## src/rtl/ddr_sio_pkg.sv

```systemverilog
package ddr_sio_pkg;

  typedef enum logic [1:0] {
    REQ_NONE  = 2'd0,
    REQ_READ  = 2'd1,
    REQ_WRITE = 2'd2
  } req_kind_e;

  // Decode of the control pins seen at a rising edge.
  function automatic req_kind_e decode_req(input logic load_n, input logic rd_sel);
    if (load_n) return REQ_NONE;
    return rd_sel ? REQ_READ : REQ_WRITE;
  endfunction

endpackage

```

## src/rtl/sio_req_capture.sv

```systemverilog
module sio_req_capture
  import ddr_sio_pkg::*;
#(
  parameter int ADDR_W = 4
) (
  input  logic              clk,
  input  logic              rst_n,
  input  logic              ld_n,
  input  logic              rw,
  input  logic [ADDR_W-1:0] addr,
  output req_kind_e         req_kind,
  output logic [ADDR_W-1:0] req_addr
);

  always_ff @(posedge clk or negedge rst_n) begin
    if (!rst_n) begin
      req_kind <= REQ_NONE;
      req_addr <= '0;
    end else begin
      req_kind <= decode_req(ld_n, rw);
      if (!ld_n) req_addr <= addr;
    end
  end

  // a deselected edge yields no request
  a_r6_deselect: assert property (@(posedge clk) disable iff (!rst_n)
    ld_n |=> (req_kind == REQ_NONE));

endmodule

```

## src/rtl/sio_write_path.sv

```systemverilog
module sio_write_path
  import ddr_sio_pkg::*;
#(
  parameter int ADDR_W = 4,
  parameter int LANE_W = 9,
  parameter int LANES  = 4,
  localparam int DW    = LANE_W * LANES
) (
  input  logic              clk,
  input  logic              rst_n,
  input  req_kind_e         req_kind,
  input  logic [ADDR_W-1:0] req_addr,
  input  logic [DW-1:0]     wdata,
  input  logic [LANES-1:0]  bw_n,
  output logic              wp_valid,
  output logic [ADDR_W-1:0] wp_addr,
  output logic [DW-1:0]     wp_d0,
  output logic [LANES-1:0]  wp_en0,
  output logic [DW-1:0]     wp_d1,
  output logic [LANES-1:0]  wp_en1
);

  // First beat: rising edge one cycle after the request.
  always_ff @(posedge clk or negedge rst_n) begin
    if (!rst_n) begin
      wp_valid <= 1'b0;
      wp_addr  <= '0;
      wp_d0    <= '0;
      wp_en0   <= '0;
    end else begin
      wp_valid <= (req_kind == REQ_WRITE);
      if (req_kind == REQ_WRITE) begin
        wp_addr <= req_addr;
        wp_d0   <= wdata;
        wp_en0  <= ~bw_n;
      end
    end
  end

  // Second beat: falling edge of that same cycle.
  always_ff @(negedge clk or negedge rst_n) begin
    if (!rst_n) begin
      wp_d1  <= '0;
      wp_en1 <= '0;
    end else if (wp_valid) begin
      wp_d1  <= wdata;
      wp_en1 <= ~bw_n;
    end
  end

  // an accepted write owns the data bus in the following cycle
  a_r4_write_capture: assert property (@(posedge clk) disable iff (!rst_n)
    (req_kind == REQ_WRITE) |=> wp_valid);

endmodule

```

## src/rtl/sio_array.sv

```systemverilog
module sio_array
  import ddr_sio_pkg::*;
#(
  parameter int ADDR_W = 4,
  parameter int LANE_W = 9,
  parameter int LANES  = 4,
  localparam int DW    = LANE_W * LANES,
  localparam int WORDS = 2 ** (ADDR_W + 1)
) (
  input  logic              clk,
  input  logic              rst_n,
  input  req_kind_e         req_kind,
  input  logic [ADDR_W-1:0] req_addr,
  input  logic              wp_valid,
  input  logic [ADDR_W-1:0] wp_addr,
  input  logic [DW-1:0]     wp_d0,
  input  logic [LANES-1:0]  wp_en0,
  input  logic [DW-1:0]     wp_d1,
  input  logic [LANES-1:0]  wp_en1,
  output logic              rb_valid,
  output logic [DW-1:0]     rb_w0,
  output logic [DW-1:0]     rb_w1
);

  logic [DW-1:0] mem [WORDS];

  function automatic logic [DW-1:0] lane_merge(input logic [DW-1:0] base,
                                               input logic [DW-1:0] upd,
                                               input logic [LANES-1:0] en);
    logic [DW-1:0] r;
    r = base;
    for (int i = 0; i < LANES; i++)
      if (en[i]) r[i*LANE_W +: LANE_W] = upd[i*LANE_W +: LANE_W];
    return r;
  endfunction

  // Named internal events for the checks.
  logic rd_fire;
  logic byp_hit;
  assign rd_fire = (req_kind == REQ_READ);
  assign byp_hit = rd_fire && wp_valid && (wp_addr == req_addr);

  logic [DW-1:0] rd_even, rd_odd;
  always_comb begin
    rd_even = lane_merge(mem[{req_addr, 1'b0}], wp_d0, wp_en0 & {LANES{byp_hit}});
    rd_odd  = lane_merge(mem[{req_addr, 1'b1}], wp_d1, wp_en1 & {LANES{byp_hit}});
  end

  // Commit of the pending write pair.
  always_ff @(posedge clk) begin
    if (rst_n && wp_valid) begin
      mem[{wp_addr, 1'b0}] <= lane_merge(mem[{wp_addr, 1'b0}], wp_d0, wp_en0);
      mem[{wp_addr, 1'b1}] <= lane_merge(mem[{wp_addr, 1'b1}], wp_d1, wp_en1);
    end
  end

  always_ff @(posedge clk or negedge rst_n) begin
    if (!rst_n) begin
      rb_valid <= 1'b0;
      rb_w0    <= '0;
      rb_w1    <= '0;
    end else begin
      rb_valid <= rd_fire;
      if (rd_fire) begin
        rb_w0 <= rd_even;
        rb_w1 <= rd_odd;
      end
    end
  end

  // every accepted read loads the read buffer on the next edge
  a_r8_read_issue: assert property (@(posedge clk) disable iff (!rst_n)
    rd_fire |=> rb_valid);

  // the read result matches the storage once the pending write is committed
  a_r9_read_sees_commit: assert property (@(posedge clk) disable iff (!rst_n)
    rd_fire |=> (rb_w0 == mem[{$past(req_addr), 1'b0}]) &&
                (rb_w1 == mem[{$past(req_addr), 1'b1}]));

endmodule

```

## src/rtl/sio_ddr_out.sv

```systemverilog
module sio_ddr_out #(
  parameter int DW = 36
) (
  input  logic          clk,
  input  logic          rst_n,
  input  logic          rb_valid,
  input  logic [DW-1:0] rb_w0,
  input  logic [DW-1:0] rb_w1,
  output logic [DW-1:0] rdata,
  output logic          rvalid
);

  logic          lo_v, hi_v;
  logic [DW-1:0] lo_d, hi_d;

  // Even word leaves on the falling edge.
  always_ff @(negedge clk or negedge rst_n) begin
    if (!rst_n) begin
      lo_v <= 1'b0;
      lo_d <= '0;
    end else begin
      lo_v <= rb_valid;
      lo_d <= rb_valid ? rb_w0 : '0;
    end
  end

  // Odd word leaves on the next rising edge.
  always_ff @(posedge clk or negedge rst_n) begin
    if (!rst_n) begin
      hi_v <= 1'b0;
      hi_d <= '0;
    end else begin
      hi_v <= rb_valid;
      hi_d <= rb_valid ? rb_w1 : '0;
    end
  end

  assign rdata  = clk ? hi_d : lo_d;
  assign rvalid = clk ? hi_v : lo_v;

  // a first beat is always followed by the second beat
  a_r2_second_beat: assert property (@(posedge clk) disable iff (!rst_n)
    lo_v |=> hi_v);

endmodule

```

## src/rtl/ddr_sio_sram.sv

```systemverilog
module ddr_sio_sram
  import ddr_sio_pkg::*;
#(
  parameter int ADDR_W = 4,
  parameter int LANE_W = 9,
  parameter int LANES  = 4,
  localparam int DW    = LANE_W * LANES
) (
  input  logic              clk,
  input  logic              rst_n,
  input  logic [ADDR_W-1:0] addr,
  input  logic              ld_n,
  input  logic              rw,
  input  logic [LANES-1:0]  bw_n,
  input  logic [DW-1:0]     wdata,
  output logic [DW-1:0]     rdata,
  output logic              rvalid
);

  req_kind_e         req_kind;
  logic [ADDR_W-1:0] req_addr;
  logic              wp_valid;
  logic [ADDR_W-1:0] wp_addr;
  logic [DW-1:0]     wp_d0, wp_d1;
  logic [LANES-1:0]  wp_en0, wp_en1;
  logic              rb_valid;
  logic [DW-1:0]     rb_w0, rb_w1;

  sio_req_capture #(.ADDR_W(ADDR_W)) u_req (
    .clk(clk), .rst_n(rst_n), .ld_n(ld_n), .rw(rw), .addr(addr),
    .req_kind(req_kind), .req_addr(req_addr)
  );

  sio_write_path #(.ADDR_W(ADDR_W), .LANE_W(LANE_W), .LANES(LANES)) u_wr (
    .clk(clk), .rst_n(rst_n), .req_kind(req_kind), .req_addr(req_addr),
    .wdata(wdata), .bw_n(bw_n),
    .wp_valid(wp_valid), .wp_addr(wp_addr),
    .wp_d0(wp_d0), .wp_en0(wp_en0), .wp_d1(wp_d1), .wp_en1(wp_en1)
  );

  sio_array #(.ADDR_W(ADDR_W), .LANE_W(LANE_W), .LANES(LANES)) u_arr (
    .clk(clk), .rst_n(rst_n), .req_kind(req_kind), .req_addr(req_addr),
    .wp_valid(wp_valid), .wp_addr(wp_addr),
    .wp_d0(wp_d0), .wp_en0(wp_en0), .wp_d1(wp_d1), .wp_en1(wp_en1),
    .rb_valid(rb_valid), .rb_w0(rb_w0), .rb_w1(rb_w1)
  );

  sio_ddr_out #(.DW(DW)) u_out (
    .clk(clk), .rst_n(rst_n), .rb_valid(rb_valid), .rb_w0(rb_w0), .rb_w1(rb_w1),
    .rdata(rdata), .rvalid(rvalid)
  );

endmodule

```

## config.mk

```make
export PLATFORM = sky130hd
export DESIGN_NAME = ddr_sio_sram
export DESIGN_NICKNAME = d
export VERILOG_FILES = /design/src/rtl/ddr_sio_pkg.sv /design/src/rtl/sio_req_capture.sv /design/src/rtl/sio_write_path.sv /design/src/rtl/sio_array.sv /design/src/rtl/sio_ddr_out.sv /design/src/rtl/ddr_sio_sram.sv
export SDC_FILE = /design/constraint.sdc
export NUM_CORES = 1
export LEC_CHECK = 0
export BUFFER_PORTS_ARGS = -buffer_cell sky130_fd_sc_hd__buf_2
export CORE_MARGIN = 2
export CORE_UTILIZATION = 67
export CTS_CLUSTER_DIAMETER = 50
export CTS_CLUSTER_SIZE = 24
export DETAILED_ROUTE_END_ITERATION = 8
export PLACE_DENSITY_LB_ADDON = 0.25
export SYNTH_ARGS = -nofsm -noshare
export SYNTH_HDL_FRONTEND = slang
export SYNTH_SLANG_ARGS = --single-unit
```

## constraint.sdc

```tcl
create_clock -name clk -period 4.3 [get_ports clk]
set_input_delay 0 -clock clk [delete_from_list [all_inputs] [get_ports clk]]
set_output_delay 0 -clock clk [all_outputs]
set_load 0.1 [all_outputs]
```

### Yosys cells after proc, flatten, opt, wreduce, memory -nomap -nowiden

Memory sizes are Yosys's and may differ from the RTL's.
Cells that the tools add are included.

| word-level totals | value |
|---|---|
| bits in writable memories | 1152 |
| memories kept | 1 |
| flip-flop bits (word level) | 238 |
| input bits | 48 |
| output and inout port bits | 37 |

Memories:

| name | depth | bits a word | read ports | clocked after memory_dff | wr ports | line | RTL |
|---|---|---|---|---|---|---|---|
| u_arr.mem | 32 | 36 | 2 | 0 | 2 | sio_array.sv:25 | `logic [DW-1:0] mem [WORDS];` |

| operators by class | value |
|---|---|
| equal/unequal tests | 11 |
| reductions and logical operators | 11 |
| mux-type cells | 34 |
| bitwise gates (word level) | 3 |

Operator list:

| kind | count |
|---|---|
| $mux W9 | 24 |
| $mux W36 | 3 |
| $ne A2 B2 Y1 const B | 8 |
| $reduce_and A2 Y1 | 8 |
| $and A4 B4 Y4 | 2 |
| $mux W2 | 3 |
| $eq A4 B4 Y1 | 1 |
| $mux W1 | 4 |
| $not A4 Y4 | 1 |
| $logic_and A1 B1 Y1 | 3 |
| $eq A2 B1 Y1 const B | 1 |
| $eq A2 B2 Y1 const B | 1 |

### Depth between registers and ports, before layout

| depth | value |
|---|---|
| depth in word-level cells | 5 |
| mapped depth | 9 |
| mapped depth without buffers | 5 |

### Hierarchy

From an unflattened synthesis, not the netlist that was laid out.

| unflattened totals | value |
|---|---|
| cell total of the unflattened synthesis | 2708 |
| area total of the unflattened synthesis | 54106.9 um2 |

Modules (own cells, without submodules):

| module | area each (um2) | times used | cells each |
|---|---|---|---|
| sio_array | 47614.4 | 1 | 2313 |
| sio_write_path | 3353.2 | 1 | 189 |
| sio_ddr_out | 2931.6 | 1 | 194 |
| sio_req_capture | 207.7 | 1 | 12 |

==> reports/results.tsv <==
metric	value	unit
fill cell instance count of the final layout	4107	
mean number of vias per cell	6.86	
drt pass-1 iters	8	
Starting DRT DRC Count	3981	
HP Class	in -> reg	
instance count of the mapped netlist	2742	
CTS tree	built	
synthesized area divided by synthesized cell count	19.7	sq um
post-synth top area cell	sky130_fd_sc_hd__edfxtp_1	
dominant cell by count in the synthesized netlist	sky130_fd_sc_hd__edfxtp_1	
proportion of layout cells with a drive suffix above 1	29.1	%
result of the run	finished clean	
horizontal die dimension	288	um
setup TNS	0	ns
final setup violation count	0	
setup repair after global routing missed its margin	no	
antenna viol nets, final	0	
critical path class	reg -> out	
DRC Markers	0	
max_cap viols	0	
Storage cell area	40600	sq um
top cells by instance count after synthesis	sky130_fd_sc_hd__edfxtp_1, sky130_fd_sc_hd__mux4_2, sky130_fd_sc_hd__and2_1	
largest net degree at the start of global routing	81	
Die Y	288	um
post-CTS setup buffer count	0	
initial antenna violation count	19	
combined global-route utilization of all metal layers	33.2	%
Port Buffer Count	84	
post-synthesis cell type count	27	
CP endpoint kind	output pin	
footprint of the multi-input gates	12600	sq um
Slew HR	15.3	%
Final Util	76.5	%
share of the synthesized area in the top cell type	64.1	%
number of warnings printed during yosys synthesis	0	
number of synthesized flops with an enable pin	1152	
global-route wire length before repair	195000	um
Starting Density	67.3	%
die outline area	82900	sq um
required time reported for the critical path endpoint	4.30	ns
cell types with the largest area share after synthesis	sky130_fd_sc_hd__edfxtp_1, sky130_fd_sc_hd__mux4_2, sky130_fd_sc_hd__dfrtp_1, sky130_fd_sc_hd__dfrtn_1, sky130_fd_sc_hd__and2_1	
total length of routed wires	134000	um
#FFs+latches synth	1390	
core region area	80200	sq um
GR Overflow Total	0	
number of failing hold endpoints at the final stage	0	
area of the mapped netlist	54000	sq um
clock slew at the register clock pins of the worst setup and hold paths	0.07	ns
detailed placement HPWL	80700	um
I/O pin total	85	
power density over cell area	510	nW/um^2
total nets after synthesis	2790	
vias in the first global route	29600	
average routed wire per standard cell	31.9	um
crit path max fanout	1	
insertion delay of the later-clocked pin in the worst-skew pair	0.81	ns
Final Max Slew Viols	0	
Main synth FF type	sky130_fd_sc_hd__edfxtp_1	
Layout Nets	3075	
worst IR drop on VDD	0.546	mV
sequential cell area fraction in the yosys report	75.1	%
actual transition at the worst max-transition pin	1.27	ns
final clock skew	0.0446	ns
overall via count from detail_route	28800	
routability cong.	0.861	
layout overhead on the synthesized area	13.6	%
Async S/R FF share, synth	17.1	%
kind of start point of the critical path	flip-flop	
row count	104	
Crit path arrival time	4.20	ns
Leakage	21.1	nW
## registers in the layout (all words and copies together) (netlist names)
signal          cells
u_out.hi_d         36
u_arr.mem        1152
u_arr.rb_w1        36
u_wr.wp_d0         36
u_out.lo_d         36
u_out.hi_v          1
u_wr.wp_addr        4
u_arr.rb_w0        36
u_out.lo_v          1
u_wr.wp_valid       1
u_wr.wp_d1         36
u_wr.wp_en1         4
u_arr.rb_valid      1
u_req.req_kind      2
u_wr.wp_en0         4
u_req.req_addr      4
## metrics by stage
step / cell area, sq um / total power [mW] / setup WS, ns / std cells / hold slack [ns]
detailed placement: 56500 / 19.9 / 0.586 / 3903 / -0.0617
global route: 61300 / 32.0 / 0.125 / 4190 / 0.0122
floorplan: 54000 / 18.7 / 0.580 / 2742 / -0.296
finish: 61300 / 31.3 / 0.0984 / 4196 / 0.0286
global placement: 56500 / 19.8 / 0.670 / 3903 / -0.0633
CTS: 61300 / 31.3 / 0.142 / 4184 / 0.00251
## worst max-delay path, stage by stage (launching register included)
cell,delay [ns]
sky130_fd_sc_hd__dfrtn_1,0.46
sky130_fd_sc_hd__mux2_2,0.34
sky130_fd_sc_hd__buf_2,0.48
## cell type report
cell class | count | share of cell area, %
clock buffers | 167 | 5.38
flip-flops and latches | 1390 | 66.1
diodes | 12 | 0.0490
multi-input cells | 1178 | 20.5
repair buffers | 299 | 4.08
well taps | 1060 | 2.16
clock inverters | 89 | 1.66
inverters | 1 | 0.00612
## power by group
part	leakage [nW]	internal [mW]	switching [mW]
registers	13.4	15.5	0.916
clock network	2.39	6.06	6.12
logic	5.32	1.18	1.49
total	21.1	22.7	8.53
## cell families after synthesis
logic type	Yosys count	synth area share, %
flops	1390	75.1
mux	405	14.5
xor+xnor	4	0.0649
compound gates	304	4.38
buf+inv	174	1.65
simple gates	465	4.33
## routing by layer
layer | vias up | wire length, um | track usage, %
li1 | 11600 | - | -
met1 | 14900 | 46700 | 44.4
met2 | 1859 | 64900 | 51.3
met3 | 364 | 16200 | 10.2
met4 | 22 | 5770 | 14.6
met5 | - | 366 | 1.57
## worst paths after layout
kind | from | endpoint | slack [ns] | cells after the start
worst min register to register | u_arr.rb_w1[5] | u_out.hi_d[5] | 0.48 | 1
min in group asynchronous | rst_n | u_wr.wp_d0[3] | 0.51 | 4
worst max register to register | u_wr.wp_en1[2] | u_arr.mem[4][60] | 0.52 | 3
max in group asynchronous | rst_n | u_out.lo_d[25] | 1.25 | 4
worst min-delay path | wdata[1] | u_wr.wp_d0[1] | 0.03 | 3
worst max-delay path | u_out.lo_d[4] | rdata[4] | 0.1 | 2
## cells in the final DEF, fill, tap and decap left out, drive strengths merged, types with 39 or more instances in the layout
cell,synthesis,routed
nor2,212,212
mux2,117,117
buf,89,275
a22o,144,144
inv,1,39
clkbuf,84,130
dfrtn,77,77
a41oi,72,72
dlygate4sd3,0,61
dfrtp,161,161
and2,218,218
o21ai,72,72
mux4,288,288
edfxtp,1152,1152
## repair_timing
| action | CTS | global route |
|---|---|---|
| endpoints found under the hold margin | 207 | 0 |
| resized for setup | 0 | 0 |
| hold buffers | 62 | 0 |
(Power assumes the default switching activity.)
